===== src/rtl/ptp_tc_pkg.sv =====
package ptp_tc_pkg;
  typedef enum logic [2:0] {
    SEL_NONE,
    SEL_CFG,
    SEL_FRAC,
    SEL_NS,
    SEL_STEP
  } reg_sel_e;
endpackage


===== src/rtl/ptp_tc_regs.sv =====
module ptp_tc_regs
  import ptp_tc_pkg::*;
#(
  parameter int ADDR_W = 12,
  parameter int DATA_W = 64,
  parameter logic [ADDR_W-1:0] OFS_CFG  = 12'hF00,
  parameter logic [ADDR_W-1:0] OFS_FRAC = 12'hF08,
  parameter logic [ADDR_W-1:0] OFS_NS   = 12'hF10,
  parameter logic [ADDR_W-1:0] OFS_STEP = 12'hF18
) (
  input  logic              clk,
  input  logic              rst,
  input  logic              wr_en,
  input  logic [ADDR_W-1:0] addr,
  input  logic [DATA_W-1:0] wdata,
  output reg_sel_e          sel,
  output logic              run_en,
  output logic [DATA_W-1:0] step,
  output logic              load_frac,
  output logic              load_ns
);

  always_comb begin
    if (addr == OFS_CFG)       sel = SEL_CFG;
    else if (addr == OFS_FRAC) sel = SEL_FRAC;
    else if (addr == OFS_NS)   sel = SEL_NS;
    else if (addr == OFS_STEP) sel = SEL_STEP;
    else                       sel = SEL_NONE;
  end

  assign load_frac = wr_en && (sel == SEL_FRAC);
  assign load_ns   = wr_en && (sel == SEL_NS);

  always_ff @(posedge clk) begin
    if (rst) begin
      run_en <= 1'b0;
      step   <= '0;
    end else if (wr_en) begin
      if (sel == SEL_CFG)  run_en <= wdata[0];
      if (sel == SEL_STEP) step   <= wdata;
    end
  end

  AST_STEP_NEXT: assert property (@(posedge clk) disable iff (rst)
    (wr_en && addr == OFS_STEP) |=> (step == $past(wdata)));
  AST_UNMAPPED_NO_WRITE: assert property (@(posedge clk) disable iff (rst)
    (wr_en && sel == SEL_NONE) |=> ($stable(step) && $stable(run_en)));

endmodule


===== src/rtl/ptp_tc_accum.sv =====
module ptp_tc_accum #(
  parameter int DATA_W = 64,
  parameter int NS_W   = 64,
  parameter int FRAC_W = 32
) (
  input  logic              clk,
  input  logic              rst,
  input  logic              run_en,
  input  logic [DATA_W-1:0] step,
  input  logic              load_frac,
  input  logic              load_ns,
  input  logic [DATA_W-1:0] wdata,
  output logic [NS_W-1:0]   ns,
  output logic [FRAC_W-1:0] frac
);
  localparam int ACC_W = NS_W + FRAC_W;

  logic [ACC_W-1:0] acc;
  logic [ACC_W-1:0] step_ext;

  assign step_ext = ACC_W'(step);
  assign ns       = acc[ACC_W-1:FRAC_W];
  assign frac     = acc[FRAC_W-1:0];

  always_ff @(posedge clk) begin
    if (rst) begin
      acc <= '0;
    end else if (load_ns || load_frac) begin
      if (load_ns)   acc[ACC_W-1:FRAC_W] <= wdata[NS_W-1:0];
      if (load_frac) acc[FRAC_W-1:0]     <= wdata[FRAC_W-1:0];
    end else if (run_en) begin
      acc <= acc + step_ext;
    end
  end

  AST_HOLD_WHEN_OFF: assert property (@(posedge clk) disable iff (rst)
    (!run_en && !load_ns && !load_frac) |=> $stable(acc));
  AST_ADVANCE: assert property (@(posedge clk) disable iff (rst)
    (run_en && !load_ns && !load_frac) |=> (acc == $past(acc) + $past(step_ext)));
  AST_NS_LOAD: assert property (@(posedge clk) disable iff (rst)
    (load_ns && !load_frac) |=> (ns == $past(wdata[NS_W-1:0]) && $stable(frac)));

endmodule


===== src/rtl/ptp_tc_rdport.sv =====
module ptp_tc_rdport
  import ptp_tc_pkg::*;
#(
  parameter int DATA_W = 64,
  parameter int NS_W   = 64,
  parameter int FRAC_W = 32
) (
  input  logic              clk,
  input  logic              rst,
  input  logic              rd_en,
  input  reg_sel_e          sel,
  input  logic              run_en,
  input  logic [NS_W-1:0]   ns,
  input  logic [FRAC_W-1:0] frac,
  input  logic [DATA_W-1:0] step,
  output logic [DATA_W-1:0] rdata,
  output logic              rvalid
);
  logic [DATA_W-1:0] rd_mux;

  always_comb begin
    unique case (sel)
      SEL_CFG:  rd_mux = DATA_W'(run_en);
      SEL_FRAC: rd_mux = DATA_W'(frac);
      SEL_NS:   rd_mux = DATA_W'(ns);
      SEL_STEP: rd_mux = step;
      default:  rd_mux = '0;
    endcase
  end

  always_ff @(posedge clk) begin
    if (rst) begin
      rdata  <= '0;
      rvalid <= 1'b0;
    end else begin
      rvalid <= rd_en;
      if (rd_en) rdata <= rd_mux;
    end
  end

  AST_UNMAPPED_ZERO: assert property (@(posedge clk) disable iff (rst)
    (rd_en && sel == SEL_NONE) |=> (rdata == '0));

endmodule


===== src/rtl/ptp_time_counter.sv =====
module ptp_time_counter
  import ptp_tc_pkg::*;
#(
  parameter int ADDR_W = 12,
  parameter int DATA_W = 64,
  parameter int NS_W   = 64,
  parameter int FRAC_W = 32
) (
  input  logic              clk,
  input  logic              rst,
  input  logic              wr_en,
  input  logic              rd_en,
  input  logic [ADDR_W-1:0] addr,
  input  logic [DATA_W-1:0] wdata,
  output logic [DATA_W-1:0] rdata,
  output logic              rvalid
);
  reg_sel_e          sel;
  logic              run_en;
  logic [DATA_W-1:0] step;
  logic              load_frac;
  logic              load_ns;
  logic [NS_W-1:0]   ns;
  logic [FRAC_W-1:0] frac;

  ptp_tc_regs #(.ADDR_W(ADDR_W), .DATA_W(DATA_W)) u_regs (
    .clk(clk), .rst(rst), .wr_en(wr_en), .addr(addr), .wdata(wdata),
    .sel(sel), .run_en(run_en), .step(step),
    .load_frac(load_frac), .load_ns(load_ns)
  );

  ptp_tc_accum #(.DATA_W(DATA_W), .NS_W(NS_W), .FRAC_W(FRAC_W)) u_accum (
    .clk(clk), .rst(rst), .run_en(run_en), .step(step),
    .load_frac(load_frac), .load_ns(load_ns), .wdata(wdata),
    .ns(ns), .frac(frac)
  );

  ptp_tc_rdport #(.DATA_W(DATA_W), .NS_W(NS_W), .FRAC_W(FRAC_W)) u_rdport (
    .clk(clk), .rst(rst), .rd_en(rd_en), .sel(sel), .run_en(run_en),
    .ns(ns), .frac(frac), .step(step), .rdata(rdata), .rvalid(rvalid)
  );

  AST_READ_PULSE: assert property (@(posedge clk) disable iff (rst)
    rd_en |=> rvalid);
  AST_NO_SPURIOUS_VALID: assert property (@(posedge clk) disable iff (rst)
    !rd_en |=> !rvalid);

endmodule


===== config.mk =====
export PLATFORM = sky130hd
export DESIGN_NAME = ptp_time_counter
export DESIGN_NICKNAME = d
export VERILOG_FILES = /design/src/rtl/ptp_tc_pkg.sv /design/src/rtl/ptp_tc_regs.sv /design/src/rtl/ptp_tc_accum.sv /design/src/rtl/ptp_tc_rdport.sv /design/src/rtl/ptp_time_counter.sv
export SDC_FILE = /design/constraint.sdc
export NUM_CORES = 1
export LEC_CHECK = 0
export CORE_MARGIN = 1.5
export CORE_UTILIZATION = 53
export DETAILED_ROUTE_END_ITERATION = 8
export GPL_TIMING_DRIVEN = 0
export PLACE_DENSITY = 0.89
export SYNTH_ARGS = -nofsm -noshare
export SYNTH_HDL_FRONTEND = slang
export SYNTH_HIERARCHICAL = 1
export SYNTH_SLANG_ARGS = --single-unit

===== constraint.sdc =====
create_clock -name clk -period 3.5 [get_ports clk]
set_clock_uncertainty 0.2 [all_clocks]
set_input_delay 0.525 -clock clk [delete_from_list [all_inputs] [get_ports clk]]
set_output_delay 0.525 -clock clk [all_outputs]
set_load 0.005 [all_outputs]

; ---- Word-level counts from Yosys, hierarchy flattened
; Index checks and enable logic that the tools add are counted.
[totals]
register_bits = 226
inputBits = 80
[op_classes]
addsub = 1
eq_ne = 10
muxes = 9
reduce_logical = 8
[ops]
columns = cell, n
row1 = $pmux W64 S4, 1
row2 = $mux W96, 2
row3 = $add A96 B64 Y96, 1
row4 = $mux W64, 1
row5 = $eq A12 B12 Y1 const B, 4
row6 = $mux W32, 1
row7 = $mux W3, 4
row8 = $reduce_and A2 Y1, 4
row9 = $eq A3 B2 Y1 const B, 2
row10 = $ne A2 B1 Y1 const B, 2
row11 = $eq A3 B1 Y1 const B, 1
row12 = $eq A3 B3 Y1 const B, 1
row13 = $logic_and A1 B1 Y1, 2
row14 = $reduce_bool A2 Y1, 1
row15 = $logic_or A1 B1 Y1, 1

; ---- Depth between registers and ports, before layout
; Gate-level depths: netlist of the first run.
[depth]
ltp_word = 10
mapped_depth = 13

; ---- Cells and area by module
; Netlist of the first run, hierarchy kept.
[by_module_without_submodules]
columns = module, instances, cells_per_inst, area_each_um2, seq_area_each_um2
row1 = ptp_tc_accum, 1, 1171, 8604.5, 1921.8
row2 = ptp_tc_regs, 1, 296, 3104.2, 1301.2
row3 = ptp_tc_rdport, 1, 338, 3072.9, 1301.2

; ---- Worst setup path after synthesis of the first run
; Ideal clock, no wire load.
[synth_path]
path_kind = flip-flop to flip-flop
from = register u_regs.step[0]
to = register u_accum.acc[94]
arrival_time_ns = 2.997
setup_slack_ns = 0.171
stages_incl_launch_ff = 14
path_buffers = 0
cell_sequence = dfxtp_1 ha_1 inv_1 fa_1 nand2b_1 a21oi_1 o31ai_2 a211oi_4 a211oi_2 o31ai_4 a211oi_4 nor4_2 mux2i_1 a221oi_2
[synth_via]
elab_chain_len = 3
[synth_rtl]
columns = element, line_no
row1 = from (decl), ptp_tc_regs.sv:18  ; output logic [DATA_W-1:0] step,
row2 = from (signal assigned), ptp_tc_regs.sv:40  ; if (sel == SEL_STEP) step <= wdata;
row3 = $add A96 B64 Y96, ptp_tc_accum.sv:32  ; acc <= acc + step_ext;
row4 = $mux W96, ptp_tc_accum.sv:31  ; end else if (run_en) begin
row5 = $mux W96, ptp_tc_accum.sv:28  ; end else if (load_ns || load_frac) begin
row6 = "to (signal, indexed assignment)", ptp_tc_accum.sv:29  ; if (load_ns) acc[ACC_W-1:FRAC_W] <= wdata[NS_W-1:0];
row7 = "to (signal, indexed assignment)", ptp_tc_accum.sv:30  ; if (load_frac) acc[FRAC_W-1:0] <= wdata[FRAC_W-1:0];
row8 = to (signal assigned), ptp_tc_accum.sv:32
row9 = to (decl), ptp_tc_accum.sv:18  ; logic [ACC_W-1:0] acc;
; Every way passes these cells. The select of a mux whose other input is x is not followed.
; A chain may end at the register's enable or synchronous reset.

; ---- Worst setup path in the final report of the first run
[layout_path]
from = register u_regs.step[0]
to = register u_accum.acc[67]
; Same word-level chain as after synthesis.

==> reports/summary.txt, run 1 <==
R2R depth - 15
Fin nets - 2154
PortBufs - 143
Cells after Synth - 1805
PnR worst setup slack - -0.0979 ns
Placed cell area - 16700 um^2
Fmax - 0.278 GHz
Initial DRT Pass Iterations - 6
Largest net degree at the start of global routing - 20
Sequential power share - 45.5%
Crit path time final - 3.60 ns
Synthesis-to-finish area growth - 26.1%
Failing checks - negative setup slack
RSZ-0062 raised after global routing - true
Vias in the first global route - 15652
Row count - 60
Post-synthesis cell area - 14800 um^2
Count leader, synth - dfxtp_1
First-pass GRT wire length - 95.5 mm
Final instance area - 18600 um^2
Mean Syn Cell Area - 8.19 um^2
CTS tree - yes
Top cell type's share of synthesized area - 30.6%
PwrDens - 306 nW/um^2
Net switching power - 1380 uW
Setup crit end kind - register
Die Width - 170 um
GRT Total Usage - 44.5%
Area leader, netlist - dfxtp_1
Clock slew at reported path FFs - 0.07 ns
Register area share after synthesis - 30.6%
EDFF count, synth - 0
Pins Over Slew Limit - 0
Yosys reg bits - 226
Skew-Pair Late Insertion Delay - 0.57 ns
CP Max Fanout - 5
DR WL/cell - 27.5 um
Clk pwr share - 47.9%
Initial antenna violation count - 3
Core Area - 27200 um^2
Share of layout cells above drive strength 1 - 14.0%
Max cap viols - 0
WL final - 66.0 mm
Hold Path Depth - 2
Routed vias/inst - 6.71
Final setup violation count - 11
DR iter-0 viols - 1953
Placed cell count - 2320
CTS Buf Count - 26
Run status - finished, violations left
Yosys warning count - 6
Worst vdd ir - 316 uV
CTS Buffer Depth - 3
Setup_tns - -0.504 ns
FFs w/ async S/R, synth - 0%
Total die area - 28900 um^2
CP Data Arrival Time - 3.87 ns
Switching part of the total - 24.1%
Startpoint Class - register
Synth area leaders - dfxtp_1 31%, nand2b_1 5.8%, ha_1 5.4%, mux2i_1 4.7%, nand2_1 4.5%
Final Hold Vio Count - 0
Combinational share of power - 6.6%
Slew headroom - 17.9%
Final period util - 103%
Fill cells - 2243
WHS - 0.0424 ns
LEAKAGE - 0.00648 uW
GRT overflow - 0
Starting Density - 54.4%
Post-DRT Antenna Nets - 0
Setup CP Type - reg2reg
Internal Power - 4330 uW
Hold buffers post-CTS - 0
Vias - 16103
Post-synth cell types - 96
Most common library cells after synthesis - 226 x dfxtp_1, 178 x nand2_1, 152 x nor2_1
Root Buffer - clkbuf_16
Final HPWL DP - 49.0 mm
GPL Wtd Cong - 1.01
Final Non-Filler Cells - 2401
H-tree level count - 1
WP data required - 3.77 ns
Ys flop type - dfxtp_1
Slew @ Worst Pin - 1.23 ns
Die Y - 170 um
# DRC - 0
IO Pins - 145
Hold Crit Class - in2reg
Num Clock Sinks - 226
Syn nets - 1950
==> placed cells by master (no fill, tap or decap), types with 12 or more instances in the layout <==
cell,count
clkbuf_16,27
a211oi_2,24
nand2b_1,137
o21ai_1,28
a31oi_1,16
a22oi_1,68
nor2_1,149
clkbuf_2,13
xor2_1,23
a21o_1,29
clkbuf_1,70
o21ai_0,91
ha_1,48
buf_2,12
a211oi_1,33
dfxtp_1,217
inv_1,19
xnor2_1,41
nand4_1,31
a311oi_1,30
nor3_1,31
o21a_1,14
a2bb2oi_1,32
a21oi_1,107
mux2i_1,70
nand2_1,174
clkdlybuf4s50_1,143
buf_4,42
nand3_1,25
==> repair_timing <==
| item | in CTS | in global routing |
|---|---|---|
| resized for setup | 89 | 84 |
| pin swaps | 25 | 46 |
| endpoints found under the setup margin | 96 | 78 |
| gates cloned | 0 | 1 |
| buffers inserted | 24 | 19 |
==> metal layers <==
| layer | part of all wire (%) | GRT usage, % |
|---|---|---|
| met5 | 0.018 | 0 |
| met1 | 36 | 51.8 |
| met4 | 7.3 | 28.7 |
| met3 | 11 | 10.4 |
| met2 | 46 | 73.4 |
==> worst paths after layout <==
path / endpoint / slack [ns] / startpoint
hold / removal: u_accum/acc[56] / 0.04 / rst
hold reg to reg: u_rdport/rdata[10] / 0.26 / u_rdport/rdata[10]
setup reg to reg: u_accum/acc[67] / -0.1 / u_regs/step[0]
setup / recovery: u_accum/acc[67] / -0.1 / u_regs/step[0]
==> per-stage QoR <==
step	power, uW	worst slack, ns	utilization, %
2_1_floorplan	2790	0.171	-
3_3_place_gp	3010	-1.66	61.4
3_5_place_dp	3020	-1.77	61.4
4_1_cts	5690	-0.0368	66.7
5_1_grt	5820	-0.138	68.6
6_report	5710	-0.0979	68.6
==> power by group through the flow <==
stage	clock network, uW	registers, uW	logic [uW]
finish	2730	2600	375
global route	2840	2600	388
CTS	2730	2600	362
detailed placement	0	2660	358
global placement	0	2660	351
floorplan	0	2660	131
==> critical path, cell delays in order (launching register included) <==
cell	delay, ns
dfxtp_4	0.39
ha_4	0.15
buf_4	0.11
a211oi_2	0.05
o21bai_1	0.21
nand4_1	0.31
buf_4	0.26
a211oi_4	0.27
o21ai_2	0.13
a21bo_4	0.27
o21bai_4	0.14
a22oi_2	0.14
buf_12	0.19
buf_8	0.12
or3_1	0.30
a311oi_1	0.25
==> final cells by class <==
cell class              instances  area, um^2  share of cell area (%)
clock buffers                  38         756                    4.06
multi-input cells            1432       10200                    54.5
inverters                      21        78.8                   0.423
clock inverters                 9        90.1                   0.483
diodes                          1        2.50                  0.0134
plain buffers                 115         688                    3.69
repair buffers                187        1850                    9.94
flip-flops and latches        226        4550                    24.4
well taps                     372         465                    2.50
==> registers in the layout, summed over array words and instances (netlist names) <==
signal	count
u_accum/acc	96
u_rdport/rdata	64
u_rdport/rvalid	1
u_regs/run_en	1
u_regs/step	64
==> cell families (layout without fill, tap and decap cells) <==
logic type | Yosys count | in the layout | share of synthesized area [%]
DFF | 226 | 226 | 30.6
other | 0 | 1 | 0
xor gates and xnor gates | 65 | 65 | 3.85
AOI/OAI and AO/OA | 593 | 593 | 28.3
and+or+nand+nor | 639 | 639 | 21.7
muxes | 70 | 70 | 4.74
buffers and inverters | 147 | 370 | 5.26
adders and majority gates | 65 | 65 | 5.55
(Power assumes the default switching activity.)
==> inputs of run 2 (changes only) <==
--- a/config.mk
+++ b/config.mk
@@ -9,6 +9,7 @@
 export CORE_UTILIZATION = 53
 export DETAILED_ROUTE_END_ITERATION = 8
 export GPL_TIMING_DRIVEN = 0
+export HOLD_SLACK_MARGIN = 0.06
 export PLACE_DENSITY = 0.89
 export SYNTH_ARGS = -nofsm -noshare
 export SYNTH_HDL_FRONTEND = slang
==> reports/summary.txt, run 2 (synthesized netlist as in run 1, its figures left out) <==
Run status - finished, violations left (unchanged)
Failing checks - negative setup slack (unchanged)
Flop-to-flop setup slack - -0.12 ns (was -0.1 ns)
H-tree level count - 1 (unchanged)
Slew headroom - 19.9% (was 17.9%)
Crit path time final - 3.62 ns (was 3.60 ns)
GRT overflow - 0 (unchanged)
Worst path top cell family by delay - compound AO/OA/AOI/OAI gates (unchanged)
Fmax - 0.277 GHz (was 0.278 GHz)
Cells along the critical path - ha_4 -> a211oi_2 -> o21bai_1 -> nand4_1 -> buf_4 -> a211oi_4 -> o21ai_2 -> a21bo_4 -> o21bai_4 -> a22oi_2 -> buf_12 -> buf_8 -> or3_1 -> a311oi_1 (was ha_4 -> buf_4 -> a211oi_2 -> o21bai_1 -> nand4_1 -> buf_4 -> a211oi_4 -> o21ai_2 -> a21bo_4 -> o21bai_4 -> a22oi_2 -> buf_12 -> buf_8 -> or3_1 -> a311oi_1)
Total die area - 28900 um^2 (unchanged)
Die Y - 170 um (unchanged)
Pins Over Slew Limit - 0 (unchanged)
Setup CP Type - reg2reg (unchanged)
Initial antenna violation count - 3 (unchanged)
Vias - 16086 (was 16103)
IO Pins - 145 (unchanged)
Worst Path Buf+Inv - 3 (was 4)
CTS tree - yes (unchanged)
Hold Path Sink - u_rdport/rdata[10] (was u_accum/acc[56])
PwrDens - 306 nW/um^2 (about the same)
Vias in the first global route - 15652 (unchanged)
R2R Path Start - u_regs/step[1] (was u_regs/step[0])
Final Hold Vio Count - 0 (unchanged)
Setup_tns - -0.612 ns (was -0.504 ns)
DR iter-0 viols - 1979 (was 1953)
Placed cell area - 16700 um^2 (unchanged)
Placed cell count - 2320 (unchanged)
GRT Total Usage - 44.5% (about the same)
LEAKAGE - 0.00648 uW (about the same)
Hold Crit Class - reg2reg (was in2reg)
Root Buffer - clkbuf_16 (unchanged)
Startpoint Class - register (unchanged)
Worst vdd ir - 316 uV (about the same)
Top Registers - u_accum/acc: 96 flops, u_rdport/rdata: 64 flops, u_regs/step: 64 flops (unchanged)
# DRC - 0 (unchanged)
DR WL/cell - 27.5 um (about the same)
Slew @ Worst Pin - 1.20 ns (was 1.23 ns)
Hold Path Depth - 2 (unchanged)
Share of layout cells above drive strength 1 - 14.0% (about the same)
Final Non-Filler Cells - 2406 (was 2401)
Fill cells - 2240 (was 2243)
R2R depth - 14 (was 15)
Starting Density - 54.4% (unchanged)
CP Data Arrival Time - 3.89 ns (was 3.87 ns)
Commonest non-fill, non-tap cell in the layout - dfxtp_1 (unchanged)
Die Width - 170 um (unchanged)
Routed vias/inst - 6.69 (was 6.71)
Hold_sp - u_rdport/rdata[10] (was rst)
Max reg flops - 96 (unchanged)
Post-DRT Antenna Nets - 0 (unchanged)
WL final - 66.2 mm (was 66.0 mm)
Setup crit end kind - register (unchanged)
PortBufs - 143 (unchanged)
Dpl ws - -1.77 ns (unchanged)
Num Clock Sinks - 226 (unchanged)
WP data required - 3.77 ns (about the same)
CP Max Fanout - 5 (unchanged)
Core Area - 27200 um^2 (unchanged)
Final period util - 103% (about the same)
Fin nets - 2155 (was 2154)
Slowest CP cell - dfxtp_2 (was dfxtp_4)
CTS Buffer Depth - 3 (unchanged)
Clock slew at reported path FFs - 0.07 ns (about the same)
Final HPWL DP - 49.0 mm (unchanged)
Largest net degree at the start of global routing - 20 (unchanged)
RSZ-0062 raised after global routing - true (unchanged)
CP peak stage delay - 0.36 ns (was 0.39 ns)
Initial DRT Pass Iterations - 6 (unchanged)
GPL Wtd Cong - 1.01 (unchanged)
R2R Path End - u_accum/acc[67] (unchanged)
Synthesis-to-finish area growth - 26.2% (was 26.1%)
Most flops, register - u_accum/acc (unchanged)
Final instance area - 18700 um^2 (was 18600 um^2)
First-pass GRT wire length - 95.5 mm (about the same)
Most frequent cells in the layout - 217 x dfxtp_1, 174 x nand2_1, 149 x nor2_1, 143 x clkdlybuf4s50_1, 137 x nand2b_1 (unchanged)
CTS Buf Count - 26 (unchanged)
PnR worst setup slack - -0.116 ns (was -0.0979 ns)
Max cap viols - 0 (unchanged)
Skew-Pair Late Insertion Delay - 0.57 ns (about the same)
Final setup violation count - 10 (was 11)
Row count - 60 (unchanged)
run 2: cell types whose count changed in the layout (fill, tap and decap cells not counted), sizes merged:
cell	before	now
diode	1	5
dlygate4sd3	0	1
run 2: final cells by class:
cell class | count | area, um^2 | area share [%]
diodes | 5 | 12.5 | 0.0671
plain buffers | 115 | 688 | 3.69
clock buffers | 38 | 756 | 4.05
clock inverters | 9 | 90.1 | 0.483
inverters | 21 | 78.8 | 0.423
multi-input cells | 1432 | 10200 | 54.4
flip-flops and latches | 226 | 4550 | 24.4
well taps | 372 | 465 | 2.50
repair buffers | 188 | 1860 | 9.98
run 2: through the flow:
step / hold WS (ns) / util (%) / power (uW)
6_report: 0.256 / 68.6 / 5720
5_1_grt: 0.275 / 68.6 / 5830
4_1_cts: 0.250 / 66.7 / 5690
3_5_place_dp: 0.243 / 61.4 / 3020
3_3_place_gp: 0.239 / 61.4 / 3010
2_1_floorplan: 0.244 / - / 2790
run 2: power by group:
group	internal (uW)	switching, uW	leakage [uW]
combinational	174	202	0.00424
sequential	2590	9.21	0.00183
clock	1570	1170	0.000412
run 2: worst min-delay path: stages, from the launching register on:
cell	delay (ns)
dfxtp_1	0.31
nand2_1	0.05
o21ai_1	0.05
run 2: how the worst max path moves through the flow:
stage	startpoint	endpoint	slack [ns]	cells past startpoint
4_1_cts	u_regs/step[1]	u_accum/acc[89]	-0.04	11
5_1_grt	u_accum/acc[1]	u_accum/acc[75]	-0.14	14
3_3_place_gp	addr[1]	u_accum/acc[36]	-1.66	13
2_1_floorplan	u_regs/step[0]	u_accum/acc[94]	0.17	13
6_report	u_regs/step[1]	u_accum/acc[67]	-0.12	14
3_5_place_dp	addr[1]	u_accum/acc[36]	-1.77	13
run 2: what timing repair did:
| action | in CTS | in global routing |
|---|---|---|
| setup endpoints to repair | 96 | 78 |
| hold buffers | 1 | 0 |
| gates cloned | 0 | 1 |
| gates resized for setup | 89 | 84 |
| buffers inserted | 24 | 19 |
| pin swaps | 25 | 46 |
| endpoints found under the hold margin | 1 | 0 |
run 2: metal layers:
layer  up-vias  part of all wire [%]  global-route usage, %
met5         -                     0                      0
met1      7673                    37                   51.8
met3       279                    11                   10.4
met2      1072                    46                   73.4
met4         0                   6.7                   28.7
li1       7062                     -                      -
